## src/rtl/alu8_pkg.sv

```systemverilog
package alu8_pkg;

   typedef enum logic [3:0] {
      OP_ADD  = 4'd0,
      OP_ADC  = 4'd1,
      OP_SUB  = 4'd2,
      OP_SBC  = 4'd3,
      OP_CMP  = 4'd4,
      OP_INC  = 4'd5,
      OP_DEC  = 4'd6,
      OP_NEG  = 4'd7,
      OP_AND  = 4'd8,
      OP_OR   = 4'd9,
      OP_XOR  = 4'd10,
      OP_CPL  = 4'd11,
      OP_SCF  = 4'd12,
      OP_CCF  = 4'd13,
      OP_DAA  = 4'd14,
      OP_PASS = 4'd15
   } alu_op_e;

   localparam int FLAG_W = 8;
   localparam int FB_C   = 0;
   localparam int FB_N   = 1;
   localparam int FB_PV  = 2;
   localparam int FB_H   = 4;
   localparam int FB_Z   = 6;
   localparam int FB_S   = 7;

   typedef enum logic [1:0] {
      BW_AND = 2'd0,
      BW_OR  = 2'd1,
      BW_XOR = 2'd2,
      BW_INV = 2'd3
   } bw_sel_e;

endpackage

```

## src/rtl/alu8_addsub.sv

```systemverilog
module alu8_addsub #(
   parameter int DATA_W     = 8,
   parameter int ADDER_ARCH = 0
) (
   input  logic [DATA_W-1:0] x_i,
   input  logic [DATA_W-1:0] y_i,
   input  logic              cin_i,
   output logic [DATA_W-1:0] sum_o,
   output logic              half_carry_o,
   output logic              carry_o,
   output logic              ovf_o
);
   localparam int NIB_W = DATA_W / 2;
   localparam int HI_W  = DATA_W - NIB_W;

   generate
      if (ADDER_ARCH == 0) begin : g_split
         logic [NIB_W:0] lo_sum;
         logic [HI_W:0]  hi_sum;
         assign lo_sum = {1'b0, x_i[NIB_W-1:0]} + {1'b0, y_i[NIB_W-1:0]}
                       + {{NIB_W{1'b0}}, cin_i};
         assign hi_sum = {1'b0, x_i[DATA_W-1:NIB_W]} + {1'b0, y_i[DATA_W-1:NIB_W]}
                       + {{HI_W{1'b0}}, lo_sum[NIB_W]};
         assign sum_o        = {hi_sum[HI_W-1:0], lo_sum[NIB_W-1:0]};
         assign half_carry_o = lo_sum[NIB_W];
         assign carry_o      = hi_sum[HI_W];
         assign ovf_o        = (x_i[DATA_W-1] == y_i[DATA_W-1]) &&
                               (sum_o[DATA_W-1] != x_i[DATA_W-1]);
      end else begin : g_ripple
         logic [DATA_W:0] cy;
         assign cy[0] = cin_i;
         for (genvar gi = 0; gi < DATA_W; gi++) begin : g_bit
            assign sum_o[gi]  = x_i[gi] ^ y_i[gi] ^ cy[gi];
            assign cy[gi+1]   = (x_i[gi] & y_i[gi]) | (cy[gi] & (x_i[gi] ^ y_i[gi]));
         end
         assign half_carry_o = cy[NIB_W];
         assign carry_o      = cy[DATA_W];
         assign ovf_o        = cy[DATA_W] ^ cy[DATA_W-1];
      end
   endgenerate
endmodule

```

## src/rtl/alu8_bitwise.sv

```systemverilog
module alu8_bitwise
   import alu8_pkg::*;
#(
   parameter int DATA_W = 8
) (
   input  logic [DATA_W-1:0] a_i,
   input  logic [DATA_W-1:0] b_i,
   input  bw_sel_e           sel_i,
   output logic [DATA_W-1:0] out_o,
   output logic              even_par_o
);
   always_comb begin
      unique case (sel_i)
         BW_AND:  out_o = a_i & b_i;
         BW_OR:   out_o = a_i | b_i;
         BW_XOR:  out_o = a_i ^ b_i;
         default: out_o = ~a_i;
      endcase
   end

   assign even_par_o = ~(^out_o);
endmodule

```

## src/rtl/alu8_decadj.sv

```systemverilog
module alu8_decadj #(
   parameter int DATA_W = 8
) (
   input  logic [DATA_W-1:0] acc_i,
   input  logic              h_i,
   input  logic              c_i,
   output logic [DATA_W-1:0] res_o,
   output logic              h_o,
   output logic              c_o,
   output logic              even_par_o
);
   localparam int NIB_W = DATA_W / 2;
   localparam logic [NIB_W-1:0]  DIGIT_MAX = NIB_W'(9);
   localparam logic [DATA_W-1:0] LO_CORR   = DATA_W'(6);
   localparam logic [DATA_W-1:0] HI_CORR   = LO_CORR << NIB_W;

   logic              lo_fix;
   logic              hi_fix;
   logic [NIB_W:0]    lo_nib_sum;
   logic [DATA_W-1:0] step1;

   assign lo_fix     = (acc_i[NIB_W-1:0] > DIGIT_MAX) | h_i;
   assign lo_nib_sum = {1'b0, acc_i[NIB_W-1:0]} +
                       (lo_fix ? {1'b0, LO_CORR[NIB_W-1:0]} : '0);
   assign step1      = acc_i + (lo_fix ? LO_CORR : '0);
   assign hi_fix     = (step1[DATA_W-1:NIB_W] > DIGIT_MAX) | c_i;
   assign res_o      = step1 + (hi_fix ? HI_CORR : '0);
   assign h_o        = lo_nib_sum[NIB_W];
   assign c_o        = hi_fix;
   assign even_par_o = ~(^res_o);
endmodule

```

## src/rtl/alu8_core.sv

```systemverilog
module alu8_core
   import alu8_pkg::*;
#(
   parameter int DATA_W          = 8,
   parameter int ADDER_ARCH      = 0,
   parameter bit CCF_H_OLD_CARRY = 1'b1
) (
   input  logic [DATA_W-1:0] acc_i,
   input  logic [DATA_W-1:0] opnd_i,
   input  logic [3:0]        op_i,
   input  logic [7:0]        flags_i,
   output logic [DATA_W-1:0] result_o,
   output logic [7:0]        flags_o
);
   generate
      if (DATA_W != 8) begin : g_bad_width
         $error("alu8_core: DATA_W must be 8 to match the flag byte and decimal adjust");
      end
      if (ADDER_ARCH < 0 || ADDER_ARCH > 1) begin : g_bad_arch
         $error("alu8_core: ADDER_ARCH must be 0 (split) or 1 (ripple)");
      end
   endgenerate

   localparam logic [DATA_W-1:0] MINUS_ONE_INV = {{(DATA_W-1){1'b1}}, 1'b0};

   alu_op_e op;
   assign op = alu_op_e'(op_i);

   logic c_in;
   assign c_in = flags_i[FB_C];

   // operand steering for the shared adder
   logic [DATA_W-1:0] add_x, add_y;
   logic              add_ci, subtract;

   always_comb begin
      add_x    = acc_i;
      add_y    = opnd_i;
      add_ci   = 1'b0;
      subtract = 1'b0;
      unique case (op)
         OP_ADC: add_ci = c_in;
         OP_SUB, OP_CMP: begin
            add_y    = ~opnd_i;
            add_ci   = 1'b1;
            subtract = 1'b1;
         end
         OP_SBC: begin
            add_y    = ~opnd_i;
            add_ci   = ~c_in;
            subtract = 1'b1;
         end
         OP_INC: begin
            add_x  = opnd_i;
            add_y  = '0;
            add_ci = 1'b1;
         end
         OP_DEC: begin
            add_x    = opnd_i;
            add_y    = MINUS_ONE_INV;
            add_ci   = 1'b1;
            subtract = 1'b1;
         end
         OP_NEG: begin
            add_x    = '0;
            add_y    = ~acc_i;
            add_ci   = 1'b1;
            subtract = 1'b1;
         end
         default: ;
      endcase
   end

   logic [DATA_W-1:0] sum;
   logic              sum_hc, sum_co, sum_ov;

   alu8_addsub #(
      .DATA_W     (DATA_W),
      .ADDER_ARCH (ADDER_ARCH)
   ) u_addsub (
      .x_i          (add_x),
      .y_i          (add_y),
      .cin_i        (add_ci),
      .sum_o        (sum),
      .half_carry_o (sum_hc),
      .carry_o      (sum_co),
      .ovf_o        (sum_ov)
   );

   logic arith_h, arith_c;
   assign arith_h = sum_hc ^ subtract;
   assign arith_c = sum_co ^ subtract;

   // bitwise unit
   bw_sel_e           bw_sel;
   logic [DATA_W-1:0] bw_out;
   logic              bw_par;

   always_comb begin
      unique case (op)
         OP_AND:  bw_sel = BW_AND;
         OP_OR:   bw_sel = BW_OR;
         OP_XOR:  bw_sel = BW_XOR;
         default: bw_sel = BW_INV;
      endcase
   end

   alu8_bitwise #(
      .DATA_W (DATA_W)
   ) u_bitwise (
      .a_i        (acc_i),
      .b_i        (opnd_i),
      .sel_i      (bw_sel),
      .out_o      (bw_out),
      .even_par_o (bw_par)
   );

   // decimal adjust
   logic [DATA_W-1:0] daa_res;
   logic              daa_h, daa_c, daa_par;

   alu8_decadj #(
      .DATA_W (DATA_W)
   ) u_decadj (
      .acc_i      (acc_i),
      .h_i        (flags_i[FB_H]),
      .c_i        (c_in),
      .res_o      (daa_res),
      .h_o        (daa_h),
      .c_o        (daa_c),
      .even_par_o (daa_par)
   );

   // half-carry choice for the carry-complement operation
   logic ccf_h;
   generate
      if (CCF_H_OLD_CARRY) begin : g_ccf_h_carry
         assign ccf_h = c_in;
      end else begin : g_ccf_h_zero
         assign ccf_h = 1'b0;
      end
   endgenerate

   // result and flag assembly
   always_comb begin
      result_o = acc_i;
      flags_o  = flags_i;
      unique case (op)
         OP_ADD, OP_ADC, OP_SUB, OP_SBC, OP_CMP, OP_NEG: begin
            result_o       = (op == OP_CMP) ? acc_i : sum;
            flags_o[FB_S]  = sum[DATA_W-1];
            flags_o[FB_Z]  = (sum == '0);
            flags_o[FB_H]  = arith_h;
            flags_o[FB_PV] = sum_ov;
            flags_o[FB_N]  = subtract;
            flags_o[FB_C]  = arith_c;
         end
         OP_INC, OP_DEC: begin
            result_o       = sum;
            flags_o[FB_S]  = sum[DATA_W-1];
            flags_o[FB_Z]  = (sum == '0);
            flags_o[FB_H]  = arith_h;
            flags_o[FB_PV] = sum_ov;
            flags_o[FB_N]  = subtract;
         end
         OP_AND, OP_OR, OP_XOR: begin
            result_o       = bw_out;
            flags_o[FB_S]  = bw_out[DATA_W-1];
            flags_o[FB_Z]  = (bw_out == '0);
            flags_o[FB_H]  = (op == OP_AND);
            flags_o[FB_PV] = bw_par;
            flags_o[FB_N]  = 1'b0;
            flags_o[FB_C]  = 1'b0;
         end
         OP_CPL: begin
            result_o      = bw_out;
            flags_o[FB_H] = 1'b1;
            flags_o[FB_N] = 1'b1;
         end
         OP_SCF: begin
            flags_o[FB_C] = 1'b1;
            flags_o[FB_H] = 1'b0;
            flags_o[FB_N] = 1'b0;
         end
         OP_CCF: begin
            flags_o[FB_C] = ~c_in;
            flags_o[FB_H] = ccf_h;
            flags_o[FB_N] = 1'b0;
         end
         OP_DAA: begin
            result_o       = daa_res;
            flags_o[FB_S]  = daa_res[DATA_W-1];
            flags_o[FB_Z]  = (daa_res == '0);
            flags_o[FB_H]  = daa_h;
            flags_o[FB_PV] = daa_par;
            flags_o[FB_C]  = daa_c;
         end
         default: ;
      endcase
   end
endmodule

```

## config.mk

```make
export PLATFORM = sky130hd
export DESIGN_NAME = alu8_core
export DESIGN_NICKNAME = d
export VERILOG_FILES = /design/src/rtl/alu8_pkg.sv /design/src/rtl/alu8_addsub.sv /design/src/rtl/alu8_bitwise.sv /design/src/rtl/alu8_decadj.sv /design/src/rtl/alu8_core.sv
export SDC_FILE = /design/constraint.sdc
export NUM_CORES = 1
export LEC_CHECK = 0
export ABC_CLOCK_PERIOD_IN_PS = 5500
export CAP_MARGIN = 20
export CORE_UTILIZATION = 40
export DETAILED_ROUTE_END_ITERATION = 7
export DONT_BUFFER_PORTS = 1
export PLACE_DENSITY = 0.64
export SLEW_MARGIN = 5
export SYNTH_ARGS = -nofsm -noshare
export SYNTH_HDL_FRONTEND = slang
export SYNTH_SLANG_ARGS = --single-unit
export TNS_END_PERCENT = 100
```

## constraint.sdc

```tcl
create_clock -name vclk -period 5.5
set_clock_uncertainty 0.1 [all_clocks]
set_input_delay 1.1 -clock vclk [all_inputs]
set_output_delay 1.1 -clock vclk [all_outputs]
set_load 0.01 [all_outputs]
```

==> run metrics, run 1 <==
WL/cell 19.4 um; Tcrit/Tclk final 1.04; global routing's busiest layer met2; largest area contributor in the synthesized netlist ha_1; Setup CP Type in -> out; Setup-failing EPs final 2; Finished Layout Cells 471; most frequent cells in the layout 50 x buf_4, 30 x ha_1, 29 x a21oi_1; GR Layer Usage met1 0.357; Top Ports 44; RSZ-0062 raised after global routing true; hold-fix buffers at CTS 0; share of layout cells above drive strength 1 0.230; GR Util All Layers 0.275; Initial Util 0.421; CP endpoint kind output port; post-route ant nets 0; pwr dens 133 nW/um2; Syn-to-layout area delta 20.0%; DP Area 2850 um2; fin worst setup slack -0.207 ns; Max Slew Vio Count 0; Mean Syn Cell Area between 6 and 7 um2; Detailed Routing Iterations Pass 1 6; Yosys Warn Count 0; cell internal pwr between 200 and 250 uW; DP Cell Count ~460; Die H 81.4 um; post-synthesis net count roughly 450; max cap viols 0; diode count 0; most common cell after layout, fill and taps aside buf_4; # port buffers 0; minimum clock period ~5.7 ns; Static Leak 0.00130 uW; sequential area share after synthesis 0; Arr. time, crit path 4.51 ns; worst hold path type in -> out; Mapped Cells 379; via count 2986; Worst setup startpoint acc_i[1]; Placer Congestion 0.961; Finished Cell Area 3030 um2; Reg power frac 0; failing checks negative setup slack; GRT met3 Usage 0.0244; initial antenna violation count 0; vias per inst 6.34; Yosys cell types 54; GR Util met2 0.490; fmax 0.175 GHz; Sw Share 0.501; Clk network pwr share 0; full die area 6630 um2; register area 0 um2; part of the power in combinational logic 1.000; post-synth top area share 0.164; outcome complete, but fails checks; Rel. slew slack 0.670; Sw Pwr 202 uW; clock buf count 0; vias in the first global route ~2800; first-pass GRT wire length 14100 um; final hold viol count 0; grt ovf 0; Core Area between 5000 and 6000 um2; peak fanout along the critical path 10; Req. time, crit path roughly 4.3 ns; top area cells in the synthesized netlist ha_1 16%, xnor2_1 6.2%, a21oi_1 6.1%; Hold WS 2.10 ns; routed wire length 9120 um; HPWL Detailed 6870 um; pin count of the biggest net entering global routing 50; Post-Syn Area 2520 um2; FP Rows 28; Die X 81.4 um; worst slew pin tran just under 0.5 ns; DP Worst Slack -0.327 ns; VDD IR-drop max 0.0000639 V; nets 465; HP Start flags_i[3]; seq_cells 0; startpoint types input port; Initial DRC Count 289; setup_tns -0.278 ns; # DRC 0
[metal layers]
metal / part of all wire / vias up / wire (um)
met2: 0.48 / 154 / 4400
met1: 0.42 / 1402 / 3790
met3: 0.084 / 19 / 766
li1: - / 1411 / -
met4: 0.019 / 0 / 172
met5: 0 / - / 0
[synth_stat cells, drive strengths merged, types with 2 or more instances]
cell,n
nand2b,10
a31oi,4
fa,6
ha,33
mux2i,5
a22oi,11
xnor2,18
nand3,8
buf,26
or3,3
nor2b,13
o31ai,2
or2,2
a21o,5
nand4,2
o22ai,20
nor2,30
a21oi,31
a222oi,2
a221oi,3
nand2,27
xor2,2
o21ai,30
clkbuf,10
a221o,3
nor3,10
o211ai,4
a211oi,7
o21a,3
inv,28
o221ai,5
[critical path, stage by stage]
cell	delay [ns]
o21ai_4	0.12
nand2b_1	0.10
ha_2	0.19
fa_2	0.38
nand3_2	0.10
xnor2_2	0.11
nor2_1	0.07
o2bb2ai_2	0.12
inv_1	0.05
ha_2	0.16
inv_2	0.03
fa_2	0.38
xnor2_4	0.17
xnor2_2	0.19
ha_1	0.29
xnor2_2	0.15
xnor2_1	0.12
or3_1	0.40
o211ai_1	0.11
o32ai_2	0.15
[layout make-up]
class              count  area, um2
fillers              603       2960
multi-input cells    315       2410
repair buffers        53        418
inverters             28        105
well taps             75       93.8
[path summary, 6_finish.rpt]
kind,slack (ns),endpoint,cells past startpoint
min,2.10,flags_o[3],0
max,-0.21,flags_o[2],20
[logic make-up after synthesis]
logic type | count (synthesis) | share of synthesized area
AO/OA/AOI/OAI | 141 | 0.366
AND/OR/NAND/NOR | 110 | 0.219
buffers and inverters | 64 | 0.115
adder cells (fa/ha/maj) | 39 | 0.211
XOR/XNOR | 20 | 0.0694
multiplexers | 5 | 0.0198
[metrics by stage]
step                utilization  power (uW)
floorplan                     -         274
global placement          0.475         356
detailed placement        0.475         360
CTS                       0.495         385
global route              0.505         434
finish                    0.505         402
[timing repair]
item / CTS / global route
pin swaps: 18 / 3
resized for setup: 21 / 6
setup buffers: 4 / 3
setup endpoints to repair: 4 / 4
gates cloned: 0 / 0
[power groups by stage]
stage	sequential, uW	clock [uW]	combinational (uW)
6_report	0	0	402
5_1_grt	0	0	434
4_1_cts	0	0	385
3_5_place_dp	0	0	360
3_3_place_gp	0	0	356
2_1_floorplan	0	0	274
(Power assumes the default switching activity.)
==> run 2, diff against run 1 <==
--- a/config.mk
+++ b/config.mk
@@ -10,7 +10,6 @@
 export CORE_UTILIZATION = 40
 export DETAILED_ROUTE_END_ITERATION = 7
 export DONT_BUFFER_PORTS = 1
-export PLACE_DENSITY = 0.64
 export SLEW_MARGIN = 5
 export SYNTH_ARGS = -nofsm -noshare
 export SYNTH_HDL_FRONTEND = slang
==> run metrics, run 2 (same netlist as run 1, synthesis figures left out) <==
most frequent cells in the layout 47 x buf_4, 30 x a21oi_1, 29 x ha_1; seq_cells 0; minimum clock period 5.67 ns; Initial DRC Count 280; CP endpoint kind output port; Detailed Routing Iterations Pass 1 5; first-pass GRT wire length between 10000 and 15000 um; DP Worst Slack -0.372 ns; pin count of the biggest net entering global routing 50; full die area 6630 um2; VDD IR-drop max 0.0000558 V; Critical Path Stages 20; share of layout cells above drive strength 1 0.228; routed wire length 9360 um; post-route ant nets 0; HPWL Detailed 6740 um; failing checks negative setup slack; Hold WS 2.10 ns; initial antenna violation count 0; vias in the first global route ~2800; clock buf count 0; CP max stage cell fa_2; hold-fix buffers at CTS 0; most common cell after layout, fill and taps aside buf_4; Rel. slew slack 0.687; setup_tns -0.258 ns; Req. time, crit path 4.30 ns; fin worst setup slack -0.166 ns; pwr dens 136 nW/um2; Die H 81.4 um; worst hold path type in -> out; Critical Path Sink flags_o[2]; CP dominant cell by count xnor2_2; Worst setup startpoint acc_i[1]; # port buffers 0; Tcrit/Tclk final 1.03; final hold viol count 0; # DRC 0; CP Buf/Inv Count 2; via count roughly 3000; Arr. time, crit path 4.47 ns; Fillers 596; CP top delay family adder cells; Static Leak 0.00127 uW; GR Util All Layers 0.285; nets 460; Placer Congestion about 0.93; total power between 400 and 500 uW; Setup CP Type in -> out; Initial Util 0.421; DP Cell Count 462; worst slew pin tran 0.469 ns; startpoint types input port; Worst path max stage delay 0.37 ns; outcome complete, but fails checks; Syn-to-layout area delta 18.4%; grt ovf 0; max cap viols 0; WL/cell 20.1 um; Core Area roughly 6000 um2; fmax 0.176 GHz; FP Rows 28; RSZ-0062 raised after global routing true; peak fanout along the critical path 10; cells along the critical path o21ai_2 > nand2b_1 > ha_2 > fa_2 > nand2_2 > nor2_4 > xnor2_2 > o2bb2ai_2 > inv_2 > ha_4 > inv_2 > fa_2 > xnor2_2 > xnor2_2 > ha_4 > xnor2_2 > xnor2_1 > or3_1 > o211ai_1 > o32ai_2; Die X 81.4 um; register area 0 um2; Finished Layout Cells about 470; vias per inst 6.44; Max Slew Vio Count 0; Top Ports 44; Setup-failing EPs final 2; diode count 0
[run 2: repair_timing]
item / 4_1_cts / 5_1_grt
setup buffers: 5 / 0
resized for setup: 19 / 8
setup endpoints to repair: 3 / 3
pin swaps: 25 / 8
[run 2: area by class of cell]
class,count,area [um2],area share
multi-input cells,315,2420,0.812
well taps,75,93.8,0.0314
inverters,28,105,0.0352
repair buffers,48,364,0.122
[run 2: metrics by stage]
step / utilization / instance area [um2]
4_1_cts: 0.490 / 2940
3_5_place_dp: 0.471 / 2820
3_3_place_gp: 0.471 / 2820
6_report: 0.499 / 2990
2_1_floorplan: - / 2600
5_1_grt: 0.499 / 2990
[run 2: worst min-delay path by stage]
stage | slack (ns) | cells past startpoint | end | from
CTS | 2.10 | 0 | flags_o[3] | flags_i[3]
global placement | 2.10 | 0 | flags_o[3] | flags_i[3]
global route | 2.10 | 0 | flags_o[3] | flags_i[3]
finish | 2.10 | 0 | flags_o[3] | flags_i[3]
floorplan | 2.19 | 1 | flags_o[3] | flags_i[3]
detailed placement | 2.10 | 0 | flags_o[3] | flags_i[3]
[run 2: where the power goes]
part / switching [uW] / total [uW] / leakage, uW / internal (uW)
clock: 0 / 0 / 0 / 0
sequential: 0 / 0 / 0 / 0
combinational: 205 / 405 / 0.00127 / 200
[run 2: routing by layer]
layer,GRT usage,wire length [um],vias up,share of wire
li1,-,-,1399,-
met4,0.0661,225,0,0.024
met2,0.488,4460,159,0.48
met5,0,0,-,0
met1,0.379,3800,1425,0.41
met3,0.0311,877,16,0.094
==> run 3, diff against run 2 <==
--- a/config.mk
+++ b/config.mk
@@ -5,11 +5,14 @@
 export SDC_FILE = /design/constraint.sdc
 export NUM_CORES = 1
 export LEC_CHECK = 0
-export ABC_CLOCK_PERIOD_IN_PS = 5500
+export ABC_CLOCK_PERIOD_IN_PS = 4940
 export CAP_MARGIN = 20
-export CORE_UTILIZATION = 40
+export CELL_PAD_IN_SITES_DETAIL_PLACEMENT = 0
+export CELL_PAD_IN_SITES_GLOBAL_PLACEMENT = 2
+export CORE_UTILIZATION = 34
 export DETAILED_ROUTE_END_ITERATION = 7
 export DONT_BUFFER_PORTS = 1
+export PLACE_DENSITY_LB_ADDON = 0.1
 export SLEW_MARGIN = 5
 export SYNTH_ARGS = -nofsm -noshare
 export SYNTH_HDL_FRONTEND = slang
==> constraint.sdc (replaced) <==
create_clock -name vclk -period 4.94
set_clock_uncertainty 0.1 [all_clocks]
set_input_delay 0.988 -clock vclk [all_inputs]
set_output_delay 0.988 -clock vclk [all_outputs]
set_load 0.01 [all_outputs]
==> run metrics, run 3 (same netlist as run 1, synthesis figures left out) <==
outcome complete, but fails checks; failing checks negative setup slack; CP endpoint kind output port; Initial Util 0.350; sink of the worst hold path flags_o[3]; Max Slew Vio Count 0; grt ovf 0; HP Start flags_i[3]; Die X 88.2 um; Req. time, crit path 3.85 ns; clock buf count 0; Top Ports 44; Finished Cell Area 3170 um2; startpoint types input port; # port buffers 0; WL/cell 21.5 um; pin count of the biggest net entering global routing 50; CP dominant cell by count xnor2_2; vias in the first global route 2808; RSZ-0062 raised after global routing true; # DRC 0; Setup CP Type in -> out; first-pass GRT wire length 16000 um; worst slew pin tran between 0.6 and 0.7 ns; FP Rows 31; most common cell after layout, fill and taps aside buf_4; Rel. slew slack 0.593; Placer Congestion roughly 0.84; Setup-failing EPs final 3; via count 2944; initial antenna violation count 0; minimum clock period between 5 and 6 ns; full die area 7770 um2; nets 465; fin worst setup slack -0.369 ns; DP Area 2910 um2; Detailed Routing Iterations Pass 1 4; share of layout cells above drive strength 1 0.280; vias per inst 5.95; VDD IR-drop max 0.0000512 V; Hold WS between 1.5 and 2 ns; Worst path max stage delay roughly 0.4 ns; post-route ant nets 0; seq_cells 0; Tcrit/Tclk final 1.07; cells along the critical path o21ai_4 > nand2b_4 > ha_4 > fa_2 > nand3_2 > xnor2_2 > nor2_1 > o2bb2ai_2 > inv_1 > ha_2 > inv_2 > fa_2 > xnor2_4 > xnor2_2 > ha_4 > xnor2_2 > xnor2_1 > or3_1 > o211ai_1 > o32ai_2; diode count 0; worst hold path type in -> out; register area 0 um2; GR Util All Layers 0.278; Arr. time, crit path roughly 4.2 ns; hold path depth 0; CP max stage cell fa_2; max cap viols 0; Core Area 7210 um2; Syn-to-layout area delta 25.4%; peak fanout along the critical path 10; final hold viol count 0; routed wire length 10700 um; fmax 0.188 GHz; Static Leak about 0.0013 uW; Initial DRC Count approximately 130; pwr dens 152 nW/um2; Die H 88.2 um; HPWL Detailed 7820 um; most frequent cells in the layout 50 x buf_4, 30 x ha_1, 28 x a21oi_1
## run 3: how the worst max path moves through the flow
stage / to / start / cells past startpoint
2_1_floorplan: flags_o[2] / acc_i[1] / 21
3_3_place_gp: flags_o[2] / acc_i[1] / 20
3_5_place_dp: flags_o[2] / acc_i[1] / 20
4_1_cts: flags_o[2] / acc_i[1] / 20
5_1_grt: flags_o[2] / acc_i[1] / 20
6_report: flags_o[2] / acc_i[1] / 20
## run 3: stage by stage
stage / setup TNS (ns) / setup WS (ns) / cells / power [uW] / util
finish: -0.752 / -0.369 / 495 / 482 / 0.439
global route: -1.35 / -0.533 / 495 / 525 / 0.439
CTS: -0.961 / -0.452 / 490 / 443 / 0.415
detailed placement: -2.04 / -0.545 / 489 / 421 / 0.403
global placement: -1.97 / -0.477 / 489 / 421 / 0.403
floorplan: -1.14 / -0.554 / 379 / 317 / -
## run 3: layout make-up
cell class | count | area (um2)
tap | 99 | 124
inverter | 28 | 105
multi-input combinational | 315 | 2530
fill | 771 | 4050
timing repair buffer | 53 | 409
## run 3: metal layers
| layer | GRT usage | wire [um] |
|---|---|---|
| met4 | 0.0235 | 86 |
| met2 | 0.495 | 5200 |
| met1 | 0.384 | 4920 |
| met3 | 0.0132 | 454 |
| met5 | 0 | 0 |
## run 3: timing repair
action,4_1_cts,5_1_grt
gates resized for setup,17,26
endpoints found under the setup margin,7,7
setup buffers,2,5
cloned,0,0
hold endpoints to repair,0,0
pin swaps,18,15
hold buffers,0,0
## run 3: report_power, final
group / internal, uW / switching, uW
combinational: 240 / 242
sequential: 0 / 0
clock: 0 / 0
total: 240 / 242
## run 3: worst max-delay path: cells and delay by family
kind | cells | cell delay [ns]
adder cells (fa/ha/maj) | 5 | 1.32
AO/OA/AOI/OAI | 4 | 0.53
AND/OR/NAND/NOR | 4 | 0.61
XOR/XNOR | 5 | 0.70
buffers and inverters | 2 | 0.10
